--- config.mk ---
export PLATFORM = sky130hd
export DESIGN_NAME = lcd_ctl_regs
export DESIGN_NICKNAME = d
export VERILOG_FILES = /design/src/rtl/lcd_ctl_pkg.sv /design/src/rtl/lcd_ctl_decode.sv /design/src/rtl/lcd_ctl_store.sv /design/src/rtl/lcd_ctl_regs.sv
export SDC_FILE = /design/constraint.sdc
export NUM_CORES = 1
export LEC_CHECK = 0
export BUFFER_PORTS_ARGS = -buffer_cell sky130_fd_sc_hd__buf_2
export CAP_MARGIN = 20
export CORE_MARGIN = 5
export CORE_UTILIZATION = 36
export CTS_CLUSTER_SIZE = 12
export DETAILED_ROUTE_END_ITERATION = 8
export GPL_ROUTABILITY_DRIVEN = 1
export HOLD_SLACK_MARGIN = 0.08
export PLACE_DENSITY = 0.68
export SLEW_MARGIN = 15
export SYNTH_ARGS = -nofsm -noshare
export SYNTH_HDL_FRONTEND = slang
export SYNTH_SLANG_ARGS = --single-unit
--- constraint.sdc ---
create_clock -name clk -period 1.8 [get_ports clk]
set_input_delay 0.18 -clock clk [delete_from_list [all_inputs] [get_ports clk]]
set_output_delay 0.18 -clock clk [all_outputs]
set_load 0.005 [all_outputs]
--- src/rtl/lcd_ctl_pkg.sv ---
package lcd_ctl_pkg;
  localparam int DATA_W = 32;

  localparam logic [DATA_W-1:0] CTL_KEEP_MASK = 32'h01cf_f300;
  localparam logic [DATA_W-1:0] CTL_RD_ONES   = 32'hfe00_0c34;
  localparam logic [DATA_W-1:0] T0_RD_ONES    = 32'h0000_000f;
  localparam logic [DATA_W-1:0] T2_RD_ONES    = 32'hfc00_0000;
  localparam logic [DATA_W-1:0] SUB_MASK      = 32'ha1ff_ffff;

  typedef enum logic [2:0] {
    SEL_CTL, SEL_T0, SEL_T1, SEL_T2, SEL_STAT, SEL_SUB, SEL_NONE
  } regSel_e;

  typedef struct packed {
    logic wrCtl;
    logic wrT0;
    logic wrT1;
    logic wrT2;
    logic wrSub;
    logic setFrame;
    logic clrFrame;
    logic setPal;
    logic clrPal;
    logic setSync;
    logic clrSync;
  } regCmd_t;
endpackage

--- src/rtl/lcd_ctl_decode.sv ---
module lcd_ctl_decode
  import lcd_ctl_pkg::*;
#(
  parameter int ADDR_W = 8
) (
  input  logic              busSel,
  input  logic              busWr,
  input  logic [ADDR_W-1:0] busAddr,
  input  logic              wrEnBit,
  input  logic [1:0]        wrMode,
  input  logic              curEnable,
  input  logic              evPalette,
  input  logic              evFrame,
  input  logic              evSync,
  output regSel_e           regSel,
  output regCmd_t           cmd
);
  localparam logic [ADDR_W-1:0] OFF_CTL  = ADDR_W'(8'h00);
  localparam logic [ADDR_W-1:0] OFF_T0   = ADDR_W'(8'h04);
  localparam logic [ADDR_W-1:0] OFF_T1   = ADDR_W'(8'h08);
  localparam logic [ADDR_W-1:0] OFF_T2   = ADDR_W'(8'h0c);
  localparam logic [ADDR_W-1:0] OFF_STAT = ADDR_W'(8'h10);
  localparam logic [ADDR_W-1:0] OFF_SUB  = ADDR_W'(8'h14);

  logic doWrite, enRise, enFall, enChange;

  always_comb begin
    regSel = SEL_NONE;
    if (busSel) begin
      unique case (busAddr)
        OFF_CTL:  regSel = SEL_CTL;
        OFF_T0:   regSel = SEL_T0;
        OFF_T1:   regSel = SEL_T1;
        OFF_T2:   regSel = SEL_T2;
        OFF_STAT: regSel = SEL_STAT;
        OFF_SUB:  regSel = SEL_SUB;
        default:  regSel = SEL_NONE;
      endcase
    end
  end

  assign doWrite  = busSel && busWr;
  assign enRise   = doWrite && (regSel == SEL_CTL) && wrEnBit && !curEnable;
  assign enFall   = doWrite && (regSel == SEL_CTL) && !wrEnBit && curEnable;
  assign enChange = enRise || enFall;

  always_comb begin
    cmd          = '0;
    cmd.wrCtl    = doWrite && (regSel == SEL_CTL);
    cmd.wrT0     = doWrite && (regSel == SEL_T0);
    cmd.wrT1     = doWrite && (regSel == SEL_T1);
    cmd.wrT2     = doWrite && (regSel == SEL_T2);
    cmd.wrSub    = doWrite && (regSel == SEL_SUB);
    cmd.setFrame = (enFall && (wrMode != 2'd1)) || (evFrame && !enChange);
    cmd.clrFrame = enRise;
    cmd.setPal   = evPalette && !enChange;
    cmd.clrPal   = enRise;
    cmd.setSync  = evSync && !enChange;
    cmd.clrSync  = enFall;
  end
endmodule

--- src/rtl/lcd_ctl_store.sv ---
module lcd_ctl_store
  import lcd_ctl_pkg::*;
#(
  parameter int SIZE_W = 10
) (
  input  logic              clk,
  input  logic              rstN,
  input  regCmd_t           cmd,
  input  regSel_e           regSel,
  input  logic [DATA_W-1:0] wdata,
  output logic [DATA_W-1:0] rdata,
  output logic              irqOut,
  output logic              enable,
  output logic              mono,
  output logic              tft,
  output logic [1:0]        palMode,
  output logic [SIZE_W-1:0] widthM1,
  output logic [SIZE_W-1:0] heightM1,
  output logic [DATA_W-1:0] subpanel,
  output logic [2:0]        stFlags
);
  localparam int HI_W = DATA_W - SIZE_W;

  logic [1:0]        irqMask;
  logic [DATA_W-1:0] ctlKeep;
  logic [HI_W-1:0]   t0Hi, t1Hi;
  logic [DATA_W-1:0] t2Word;
  logic              frameQ, palQ, syncQ;

  always_ff @(posedge clk or negedge rstN) begin
    if (!rstN) begin
      enable   <= 1'b0;
      mono     <= 1'b0;
      tft      <= 1'b0;
      palMode  <= 2'd0;
      irqMask  <= 2'd0;
      ctlKeep  <= '0;
      t0Hi     <= '0;
      t1Hi     <= '0;
      widthM1  <= '0;
      heightM1 <= '0;
      t2Word   <= '0;
      subpanel <= '0;
    end else begin
      if (cmd.wrCtl) begin
        enable  <= wdata[0];
        mono    <= wdata[1];
        irqMask <= wdata[4:3];
        tft     <= wdata[7];
        palMode <= wdata[21:20];
        ctlKeep <= wdata & CTL_KEEP_MASK;
      end
      if (cmd.wrT0) begin
        t0Hi    <= wdata[DATA_W-1:SIZE_W];
        widthM1 <= wdata[SIZE_W-1:0];
      end
      if (cmd.wrT1) begin
        t1Hi     <= wdata[DATA_W-1:SIZE_W];
        heightM1 <= wdata[SIZE_W-1:0];
      end
      if (cmd.wrT2)  t2Word   <= wdata;
      if (cmd.wrSub) subpanel <= wdata & SUB_MASK;
    end
  end

  always_ff @(posedge clk or negedge rstN) begin
    if (!rstN) begin
      frameQ <= 1'b0;
      palQ   <= 1'b0;
      syncQ  <= 1'b0;
    end else begin
      if (cmd.clrFrame)      frameQ <= 1'b0;
      else if (cmd.setFrame) frameQ <= 1'b1;
      if (cmd.clrPal)        palQ   <= 1'b0;
      else if (cmd.setPal)   palQ   <= 1'b1;
      if (cmd.clrSync)       syncQ  <= 1'b0;
      else if (cmd.setSync)  syncQ  <= 1'b1;
    end
  end

  assign irqOut  = (frameQ && irqMask[0]) || (palQ && irqMask[1]) || syncQ;
  assign stFlags = {syncQ, palQ, frameQ};

  always_comb begin
    unique case (regSel)
      SEL_CTL:  rdata = CTL_RD_ONES | ctlKeep
                      | (DATA_W'(tft) << 23) | (DATA_W'(palMode) << 20)
                      | (DATA_W'(tft) << 7)  | (DATA_W'(irqMask) << 3)
                      | (DATA_W'(mono) << 1) | DATA_W'(enable);
      SEL_T0:   rdata = {t0Hi, widthM1} | T0_RD_ONES;
      SEL_T1:   rdata = {t1Hi, heightM1};
      SEL_T2:   rdata = t2Word | T2_RD_ONES;
      SEL_STAT: rdata = (DATA_W'(palQ) << 6) | (DATA_W'(syncQ) << 2) | DATA_W'(frameQ);
      SEL_SUB:  rdata = subpanel;
      default:  rdata = '0;
    endcase
  end

  AST_SYNC_FORCES_IRQ: assert property (@(posedge clk) disable iff (!rstN)
    syncQ |-> irqOut);
  AST_UNMASKED_QUIET: assert property (@(posedge clk) disable iff (!rstN)
    (!syncQ && irqMask == 2'd0) |-> !irqOut);
  AST_STATUS_BITS_ONLY: assert property (@(posedge clk) disable iff (!rstN)
    (regSel == SEL_STAT) |-> ((rdata & ~32'h0000_0045) == '0));
endmodule

--- src/rtl/lcd_ctl_regs.sv ---
module lcd_ctl_regs
  import lcd_ctl_pkg::*;
#(
  parameter int ADDR_W = 8,
  parameter int SIZE_W = 10
) (
  input  logic              clk,
  input  logic              rstN,
  input  logic              busSel,
  input  logic              busWr,
  input  logic [ADDR_W-1:0] busAddr,
  input  logic [31:0]       busWdata,
  output logic [31:0]       busRdata,
  input  logic              evPalette,
  input  logic              evFrame,
  input  logic              evSync,
  output logic              irqOut,
  output logic              ctlEnable,
  output logic              ctlMono,
  output logic              ctlTft,
  output logic [1:0]        ctlPalMode,
  output logic [SIZE_W-1:0] widthM1,
  output logic [SIZE_W-1:0] heightM1,
  output logic [31:0]       subpanelCfg
);
  regSel_e    regSel;
  regCmd_t    cmd;
  logic [2:0] stFlags;

  lcd_ctl_decode #(.ADDR_W(ADDR_W)) uDecode (
    .busSel    (busSel),
    .busWr     (busWr),
    .busAddr   (busAddr),
    .wrEnBit   (busWdata[0]),
    .wrMode    (busWdata[21:20]),
    .curEnable (ctlEnable),
    .evPalette (evPalette),
    .evFrame   (evFrame),
    .evSync    (evSync),
    .regSel    (regSel),
    .cmd       (cmd)
  );

  lcd_ctl_store #(.SIZE_W(SIZE_W)) uStore (
    .clk      (clk),
    .rstN     (rstN),
    .cmd      (cmd),
    .regSel   (regSel),
    .wdata    (busWdata),
    .rdata    (busRdata),
    .irqOut   (irqOut),
    .enable   (ctlEnable),
    .mono     (ctlMono),
    .tft      (ctlTft),
    .palMode  (ctlPalMode),
    .widthM1  (widthM1),
    .heightM1 (heightM1),
    .subpanel (subpanelCfg),
    .stFlags  (stFlags)
  );

  AST_FALL_SETS_FRAME: assert property (@(posedge clk) disable iff (!rstN)
    (busSel && busWr && busAddr == '0 && !busWdata[0] && ctlEnable
     && busWdata[21:20] != 2'd1) |=> stFlags[0]);
  AST_FALL_CLEARS_SYNC: assert property (@(posedge clk) disable iff (!rstN)
    (busSel && busWr && busAddr == '0 && !busWdata[0] && ctlEnable)
    |=> !stFlags[2]);
  AST_RISE_CLEARS_DONE: assert property (@(posedge clk) disable iff (!rstN)
    (busSel && busWr && busAddr == '0 && busWdata[0] && !ctlEnable)
    |=> (!stFlags[0] && !stFlags[1]));
  AST_STATUS_WRITE_INERT: assert property (@(posedge clk) disable iff (!rstN)
    (busSel && busWr && busAddr == ADDR_W'(8'h10) && !evFrame && !evPalette && !evSync)
    |=> $stable(stFlags));
  AST_UNDEF_READS_ZERO: assert property (@(posedge clk) disable iff (!rstN)
    (!busSel) |-> (busRdata == '0));
endmodule

# Word level (Yosys, flattened, before mapping)

Index checks and enable logic that the tools add are counted.

Logic and storage cells: 71
Register bits: 140

Multiplexer cells: 9
Bitwise operators: 8
Equal/unequal tests: 11
Reductions and logical operators: 28

Operator list:

| cell               | count |
|---|---|
| $pmux 32 s6        | 1 |
| $or 32x1->32       | 2 |
| $or 32x2->32       | 1 |
| $or 32x22->32      | 1 |
| $or 32x24->32      | 1 |
| $or 32x5->32       | 1 |
| $or 32x8->32       | 1 |
| $pmux 3 s6         | 1 |
| $eq 8x4->1 const B | 2 |
| $eq 8x5->1 const B | 2 |
| $logic_and 1x1->1  | 16 |
| $eq 8x3->1 const B | 1 |
| $logic_not 8->1    | 1 |
| $or 7x3->7         | 1 |
| $eq 3x2->1 const B | 2 |
| $eq 3x3->1 const B | 2 |
| $mux 1             | 6 |
| $reduce_bool 2->1  | 3 |
| $logic_or 1x1->1   | 4 |
| $eq 3x1->1 const B | 1 |
| $logic_not 1->1    | 3 |
| $logic_not 3->1    | 1 |
| $mux 3             | 1 |
| $ne 2x1->1 const B | 1 |

# Longest topological paths before layout

Gate-level depths: netlist of run 1.

Depth after elaboration: 13
Gate-level depth with buffers: 6
Mapped depth without buffers: 4

# Cells and area by module

From an unflattened synthesis of run 1, not the netlist that was laid out.

Cell total of the unflattened synthesis: 497
Area total of the unflattened synthesis: 6607.6 sq um

By module, submodules not included:

| module         | area each (sq um) | sequential area each (sq um) | instances | cells each |
|---|---|---|---|---|
| lcd_ctl_store  | 6393.6            | 3503.4                       | 1         | 468 |
| lcd_ctl_decode | 214.0             | 0.0                          | 1         | 29 |

# Least setup slack after synthesis of run 1

No wires, ideal clock.

Path type: input -> register
Start point: in busAddr[7]
End point: reg uStore.subpanel[16]
Cell stages on the path: 5
Required time: 1.675 ns
Library setup time: 0.125 ns
Arrival: 1.558 ns
Setup slack: 0.118 ns
Cells stage by stage: nor4_4 -> nand2_2 -> nor3_4 -> buf_2 -> mux2_2

Longest elaborated chain between the ends: 5

RTL lines:

| what                                     | line                 | text |
|---|---|---|
| start: declaration                       | lcd_ctl_regs.sv:11   | `input logic [ADDR_W-1:0] busAddr,` |
| $eq 8x5->1, or another cell as far along | lcd_ctl_decode.sv:30 | `unique case (busAddr)` |
| $pmux 3 s6 *                             | lcd_ctl_decode.sv:30 |  |
| $mux 3 *                                 | lcd_ctl_decode.sv:29 | `if (busSel) begin` |
| $eq 3x3->1 *                             | lcd_ctl_decode.sv:53 | `cmd.wrSub = doWrite && (regSel == SEL_SUB);` |
| $logic_and 1x1->1 *                      | lcd_ctl_decode.sv:53 |  |
| end signal: assignment                   | lcd_ctl_store.sv:62  | `if (cmd.wrSub) subpanel <= wdata & SUB_MASK;` |
| end: declaration                         | lcd_ctl_store.sv:19  | `output logic [DATA_W-1:0] subpanel,` |

Mark *: on every way between the ends. The rest lies on a longest branch, timed or not.
A chain may end at the register's enable or synchronous reset.

# Worst setup path in the final report of run 1

Start point: reg uStore.subpanel[18]
End point: out busRdata[18]

Longest elaborated chain between the ends: 1

RTL lines:

| what             | line                | text |
|---|---|---|
| $pmux 32 s6      | lcd_ctl_store.sv:85 | `unique case (regSel)` |
| end: declaration | lcd_ctl_regs.sv:13  | `output logic [31:0] busRdata,` |

Every way passes these cells.

==> results of run 1 <==
## cell families (layout without fill, tap and decap cells)
group | after synthesis | count (layout)
mux | 160 | 160
flops | 140 | 140
simple gates | 63 | 63
compound gates | 91 | 91
other cells | 1 | 5
buf+inv | 56 | 265
## per-stage QoR
step                      hold WS (ns)  cells  cell area (µm²)
after floorplan                -0.1156    515             6696
after global placement          0.1538    880             7874
after detailed placement        0.1711    880             7874
after CTS                       0.1924    951             8847
after global routing            0.2522    953             8885
final                           0.2272    953             8885
## power by group
| part | leakage (µW) | internal [µW] | total (µW) | switching, µW |
|---|---|---|---|---|
| sequential | 0.00193 | 3200 | 3230 | 34.3 |
| combinational | 0.00241 | 254 | 558 | 304 |
| clock | 0.000258 | 1940 | 3300 | 1360 |
## timing repair
| action | in CTS | in global routing |
|---|---|---|
| buffers inserted | 4 | 2 |
| endpoints found under the hold margin | 179 | 0 |
| pin swaps | 5 | 3 |
| gates resized for setup | 8 | 8 |
| gates cloned | 0 | 0 |
| hold buffers | 36 | 0 |
| endpoints found under the setup margin | 10 | 14 |
## registers in the layout, summed over array words and instances (netlist names)
name,count
uStore.enable,1
uStore.palMode,2
uStore.frameQ,1
uStore.syncQ,1
uStore.palQ,1
uStore.widthM1,10
uStore.heightM1,10
uStore.subpanel,27
uStore.t2Word,26
uStore.irqMask,2
uStore.t0Hi,22
uStore.t1Hi,22
uStore.tft,1
uStore.ctlKeep,13
uStore.mono,1
## per-layer routing
metal	global-route usage, %	wire length [µm]	share of wire (%)
met2	31.26	9991	50
met3	4.586	1130	5.7
met1	23.39	8237	42
met4	7.197	477	2.4
met5	0	0	0
## cell usage after synthesis, drive strengths merged, types with 9 or more instances
library cell / instances / share of area (%)
o21ai: 13 / 0.97
nor3: 9 / 1.0
buf: 23 / 2.2
clkbuf: 18 / 1.0
a22o: 16 / 2.1
inv: 15 / 0.84
dfrtp: 140 / 52
nor2: 13 / 0.73
mux2i: 22 / 3.3
a22oi: 11 / 1.2
a21oi: 15 / 1.1
o22ai: 21 / 2.0
mux2: 138 / 25
nand2b: 9 / 0.84
## tightest hold or removal path, delay by kind of cell
| family | cells | cell delay (ns) |
|---|---|---|
| AO/OA/AOI/OAI | 1 | 0.11 |
| AND/OR/NAND/NOR | 2 | 0.18 |
| buffers and inverters | 1 | 0.12 |
## path summary, 6_finish.rpt
path / end / slack, ns / depth (start not counted) / startpoint
setup reg to reg: uStore.palQ$_DFFE_PN0P_ / 0.55 / 6 / uStore.enable$_DFFE_PN0N_
min in group asynchronous: uStore.subpanel[3]$_DFFE_PN0P_ / 0.27 / 2 / rstN
hold / removal: uStore.palQ$_DFFE_PN0P_ / 0.23 / 4 / busWr
max in group asynchronous: uStore.widthM1[8]$_DFFE_PN0P_ / 0.85 / 3 / rstN
setup / recovery: busRdata[18] / -0.004 / 5 / uStore.subpanel[18]$_DFFE_PN0P_
hold reg to reg: uStore.t1Hi[0]$_DFFE_PN0P_ / 0.50 / 1 / uStore.t1Hi[0]$_DFFE_PN0P_
## cell type report
class / instances / share of cell area (%)
repair buffers: 219 / 16.88
inverters: 15 / 0.6337
clock buffers: 19 / 4.985
multi-input cells: 319 / 33.53
well taps: 229 / 3.225
clock inverters: 12 / 1.310
flip-flops and latches: 140 / 39.43
==> reports/results.ini, run 1 <==
[run_status]
run_status=complete, but fails checks
violations=negative setup slack

[worst_hold_path]
hold_path_class=input pin to register

[worst_setup_path]
arrival_ns=1.62
crit_chain=mux2i_1 > o21ai_1 > a222oi_1 > nor2_1 > buf_2
end_kind=primary output
cp_num_buf_inv=1
cp_max_fo=2
slowest_stage=dfrtp_1
crit_type=register to primary output
cpPeakStageDelay_ns=0.40
critPathTopFamily=flip-flops
crit_required_ns=1.62
start_kind=register

[sta]
final_hold_viol_count=0
rsz0062_at_grt=yes
fin_skew_ns=0.007629
setup_slack_ns=-0.003565
setup_viol=2
max_freq_mhz=554.5
finalWorstPathRequiredPeriod_ns=1.804
worst_pin_slew_ns=0.5136
slew_viol_final=0
max-slew-margin-rel_pct=65.76
min_period_over_period_pct=100.2
fin_setup_tns_ns=-0.005137

[global_route]
overflow=0
grt_use_total_pct=18.67
grt_max_degree=53
grt_antenna_before_repair=0
grt_pass1_vias=5580
grt_pass1_wl_mm=31.48

[routing]
drt_pre_antenna_iters=6
wire_per_inst_um=20.81
drc=0
vias=5151
wirelength_mm=19.84
drtIter0Drc=371
ant_nets=0
viasPerCell=5.405

[layout]
regArea_mm2=0.003503
final_common_cell=dfrtp_1
final_cell_mix=140 x dfrtp_1, 130 x buf_2, 103 x mux2_2, 45 x buf_4, 36 x dlygate4sd3_1
fin_util_pct=48.96
multiInputGateArea_mm2=0.002979
nFillCells=1610
syn2layout_area_growth_pct=32.98
drive_above_1_share_pct=50.00
nNetsFinal=759
diodes=0

[synth]
syn_avg_cell_area_um2=13.08
synth_compound_area_share_pct=9.401
syn-instance-count=511
yosysWarnings=0
synth.distinct_cells=43
synth-async-reset-ratio_pct=100.0
yosys.area_share.simple_pct=5.805
yosys_most_used_dff=dfrtp_1
synth_top_family_by_area=multiplexers
synth_area_mm2=0.006681
ys_ff_latch=140
synth-xor-area-share_pct=0
synthMuxAreaShare_pct=28.24
synth_adder_area_share_pct=0
synth_edf_count=0
synth_seq_area_share_pct=52.43

[placement]
place_hpwl_mm=13.10
portBuffers=131
place.gp.congestion=0.8419
dp_worst_setup_slack_ns=-0.07353

[clocking]
htreeDepth=4
cts_root_buf=clkbuf_16
cts-buffers-inserted=17
clk_latency_ns=0.43
cts_tree=built
clk_pin_slew_ns=0.06
cts.sinks=140
cts_buffer_depth=2

[floorplan]
start_util_pct=36.82
die_h_um=146.2
num_rows=49
die_w_um=146.2
die_area_mm2=0.02138
ios=137
core_mm2=0.01815

[job]
maxCapViolCount=0

[power_and_ir_drop]
powerDensity_mw_per_mm2=797.8
p_leak_uw=0.004601
ir_worst_vdd_mv=0.6462
power.total_uw=7088

Power figures use the tool's default switching activity.
==> run 2, diff against run 1 <==
--- a/config.mk
+++ b/config.mk
@@ -5,6 +5,7 @@
 export SDC_FILE = /design/constraint.sdc
 export NUM_CORES = 1
 export LEC_CHECK = 0
+export ABC_AREA = 0
 export BUFFER_PORTS_ARGS = -buffer_cell sky130_fd_sc_hd__buf_2
 export CAP_MARGIN = 20
 export CORE_MARGIN = 5
@@ -13,7 +14,7 @@
 export DETAILED_ROUTE_END_ITERATION = 8
 export GPL_ROUTABILITY_DRIVEN = 1
 export HOLD_SLACK_MARGIN = 0.08
-export PLACE_DENSITY = 0.68
+export PLACE_DENSITY = 0.66
 export SLEW_MARGIN = 15
 export SYNTH_ARGS = -nofsm -noshare
 export SYNTH_HDL_FRONTEND = slang
==> run 2 against run 1 <==
The run still ends with negative setup slack left. Clock power increased by 10%. Largest cell class unchanged. Sequential power about the same. Non-clock buffer count decreased by 9. Power increased by 4.5%. Critical endpoint is now busRdata[19]. Critical path type unchanged.
==> reports/results.ini, run 2 (synthesis gave the netlist of run 1 again) <==
[run_status]
run_status=complete, but fails checks
violations=negative setup slack

[clocking]
clk_pin_slew_ns=0.06  ; about the same
cts_tree=built
cts.sinks=140  ; unchanged
clk_latency_ns=0.42  ; about the same
cts_root_buf=clkbuf_16
cts-buffers-inserted=17  ; unchanged
cts_buffer_depth=2  ; unchanged
htreeDepth=4  ; unchanged

[global_route]
grt_use_total_pct=17.72  ; -0.95 points
grt_pass1_vias=5343  ; -4.2%
grt_max_degree=70  ; +32%
grt_antenna_before_repair=1  ; +1
grt_pass1_wl_mm=30.02  ; -4.6%
overflow=0  ; unchanged

[placement]
place.gp.congestion=0.8173  ; -2.9%
portBuffers=131  ; unchanged
place_hpwl_mm=13.13  ; +0.20%
dp_worst_setup_slack_ns=-0.1365  ; -0.06295 ns

[layout]
largest_reg_flops=27  ; unchanged
syn2layout_area_growth_pct=32.38
multiInputGateArea_mm2=0.002963  ; -0.55%
largest-register=uStore.subpanel
drive_above_1_share_pct=49.72  ; -0.28 points
nFillCells=1593  ; -1.1%
final_cell_mix=140 x dfrtp_1, 130 x buf_2, 104 x mux2_2, 38 x buf_4, 35 x dlygate4sd3_1
nNetsFinal=750  ; -1.2%
final_common_cell=dfrtp_1
regArea_mm2=0.003503  ; unchanged
reg.largest.list=uStore.subpanel: 27 flops, uStore.t2Word: 26 flops
diodes=0  ; unchanged

[worst_setup_path]
crit_required_ns=1.62  ; about the same
end_kind=primary output
start_kind=register
cp_max_fo=2  ; unchanged
crit_type=register to primary output
arrival_ns=1.80  ; +0.18 ns

[floorplan]
core_mm2=0.01815  ; unchanged
ios=137  ; unchanged
die_area_mm2=0.02138  ; unchanged
num_rows=49  ; unchanged
die_w_um=146.2  ; unchanged
die_h_um=146.2  ; unchanged
start_util_pct=36.82  ; unchanged

[sta]
final_hold_viol_count=0  ; unchanged
max-slew-margin-rel_pct=54.63  ; -11 points
finalWorstPathRequiredPeriod_ns=1.977  ; +0.1737 ns
min_period_over_period_pct=109.9  ; +9.7 points
worst_pin_slew_ns=0.6798  ; +0.1662 ns
slew_viol_final=0  ; unchanged
setup_viol=2  ; unchanged
max_freq_mhz=505.7  ; -8.8%
setup_slack_ns=-0.1773  ; -0.1737 ns
fin_setup_tns_ns=-0.1776  ; -0.1725 ns
fin_skew_ns=0.006564  ; -0.001065 ns
rsz0062_at_grt=yes

[routing]
wirelength_mm=18.91  ; -4.6%
wire_per_inst_um=20.01  ; -3.8%
vias=5038  ; -2.2%
viasPerCell=5.331  ; -1.4%
drt_pre_antenna_iters=4  ; -2
drtIter0Drc=214  ; -42%
drc=0  ; unchanged
ant_nets=0  ; unchanged

[power_and_ir_drop]
clock_power_share_pct=49.2  ; +2.7 points
p_seq_share_pct=43.7  ; -1.9 points
power.share.combinational_pct=7.2  ; -0.7 points
p_sw_uw=1695  ; -0.28%
p_int_uw=5715  ; +6.1%
powerDensity_mw_per_mm2=837.7  ; +5.0%
swShare_pct=22.87  ; -1.1 points
p_leak_uw=0.004578  ; -0.49%
ir_worst_vdd_mv=0.7167  ; +11%

[worst_hold_path]
hold_path_class=input pin to register

[job]
maxCapViolCount=0  ; unchanged

[run 2: cell count changes in the layout (fill, tap and decap cells not counted), sizes merged]
cell | previous run | this run
clkinvlp | 5 | 2
clkinv | 4 | 3
dlygate4sd3 | 36 | 35
bufinv | 1 | 3
inv | 17 | 18
clkbuf | 19 | 21
buf | 183 | 175
[run 2: per-stage QoR]
step | util, % | hold slack (ns) | cells | total power, µW | area (µm²)
floorplan | - | -0.1156 | 515 | 3480 | 6696
global placement | 43.11 | 0.02518 | 875 | 3738 | 7824
detailed placement | 43.11 | 0.02887 | 875 | 3755 | 7824
CTS | 48.60 | 0.08848 | 944 | 7481 | 8820
global route | 48.74 | 0.1355 | 945 | 7679 | 8845
finish | 48.74 | 0.1092 | 945 | 7409 | 8845
[run 2: cell type report]
type / instances / area share (%)
clock buffers: 21 / 5.206
well taps: 229 / 3.239
clock inverters: 11 / 1.782
inverters: 15 / 0.6366
multi-input cells: 319 / 33.50
flip-flops and latches: 140 / 39.61
repair buffers: 210 / 16.03
[run 2: power by group through the flow]
| stage | Combinational, µW | Sequential (µW) | Clock [µW] |
|---|---|---|---|
| global placement | 451 | 3290 | 0 |
| floorplan | 199 | 3280 | 0 |
| global route | 585 | 3240 | 3860 |
| CTS | 532 | 3230 | 3720 |
| detailed placement | 465 | 3290 | 0 |
| finish | 532 | 3230 | 3640 |
[run 2: routing by layer]
layer	vias up	wire, µm	track usage (%)
met1	2566	8168	22.80
met4	2	216	6.021
met3	18	1123	3.874
met2	190	9392	29.71
met5	-	13	0
li1	2262	-	-
[run 2: worst max-delay path, cell delays in order, from the launching register on]
cell and delay [ns]:
dfrtp_1 0.39, mux2i_1 0.15, o21ai_1 0.08, a222oi_1 0.55, nor2_1 0.07, buf_2 0.15
[run 2: timing repair]
item / in CTS / in global routing
hold endpoints to repair: 268 / 0
hold buffers: 35 / 0
buffers inserted: 2 / 1
pin swaps: 4 / 2
setup endpoints to repair: 14 / 20
gates resized for setup: 6 / 4
[run 2: worst paths after layout]
| check | startpoint | endpoint | slack [ns] | cells past startpoint |
|---|---|---|---|---|
| min in group asynchronous | rstN | uStore.t1Hi[4]$_DFFE_PN0P_ | 0.16 | 2 |
| setup reg to reg | uStore.enable$_DFFE_PN0N_ | uStore.frameQ$_DFFE_PN0P_ | 0.56 | 4 |
| hold reg to reg | uStore.t1Hi[21]$_DFFE_PN0P_ | uStore.t1Hi[21]$_DFFE_PN0P_ | 0.50 | 1 |
| max in group asynchronous | rstN | uStore.t1Hi[9]$_DFFE_PN0P_ | 1.01 | 3 |
| setup / recovery | uStore.t0Hi[9]$_DFFE_PN0P_ | busRdata[19] | -0.18 | 5 |
| hold / removal | evFrame | uStore.frameQ$_DFFE_PN0P_ | 0.11 | 3 |
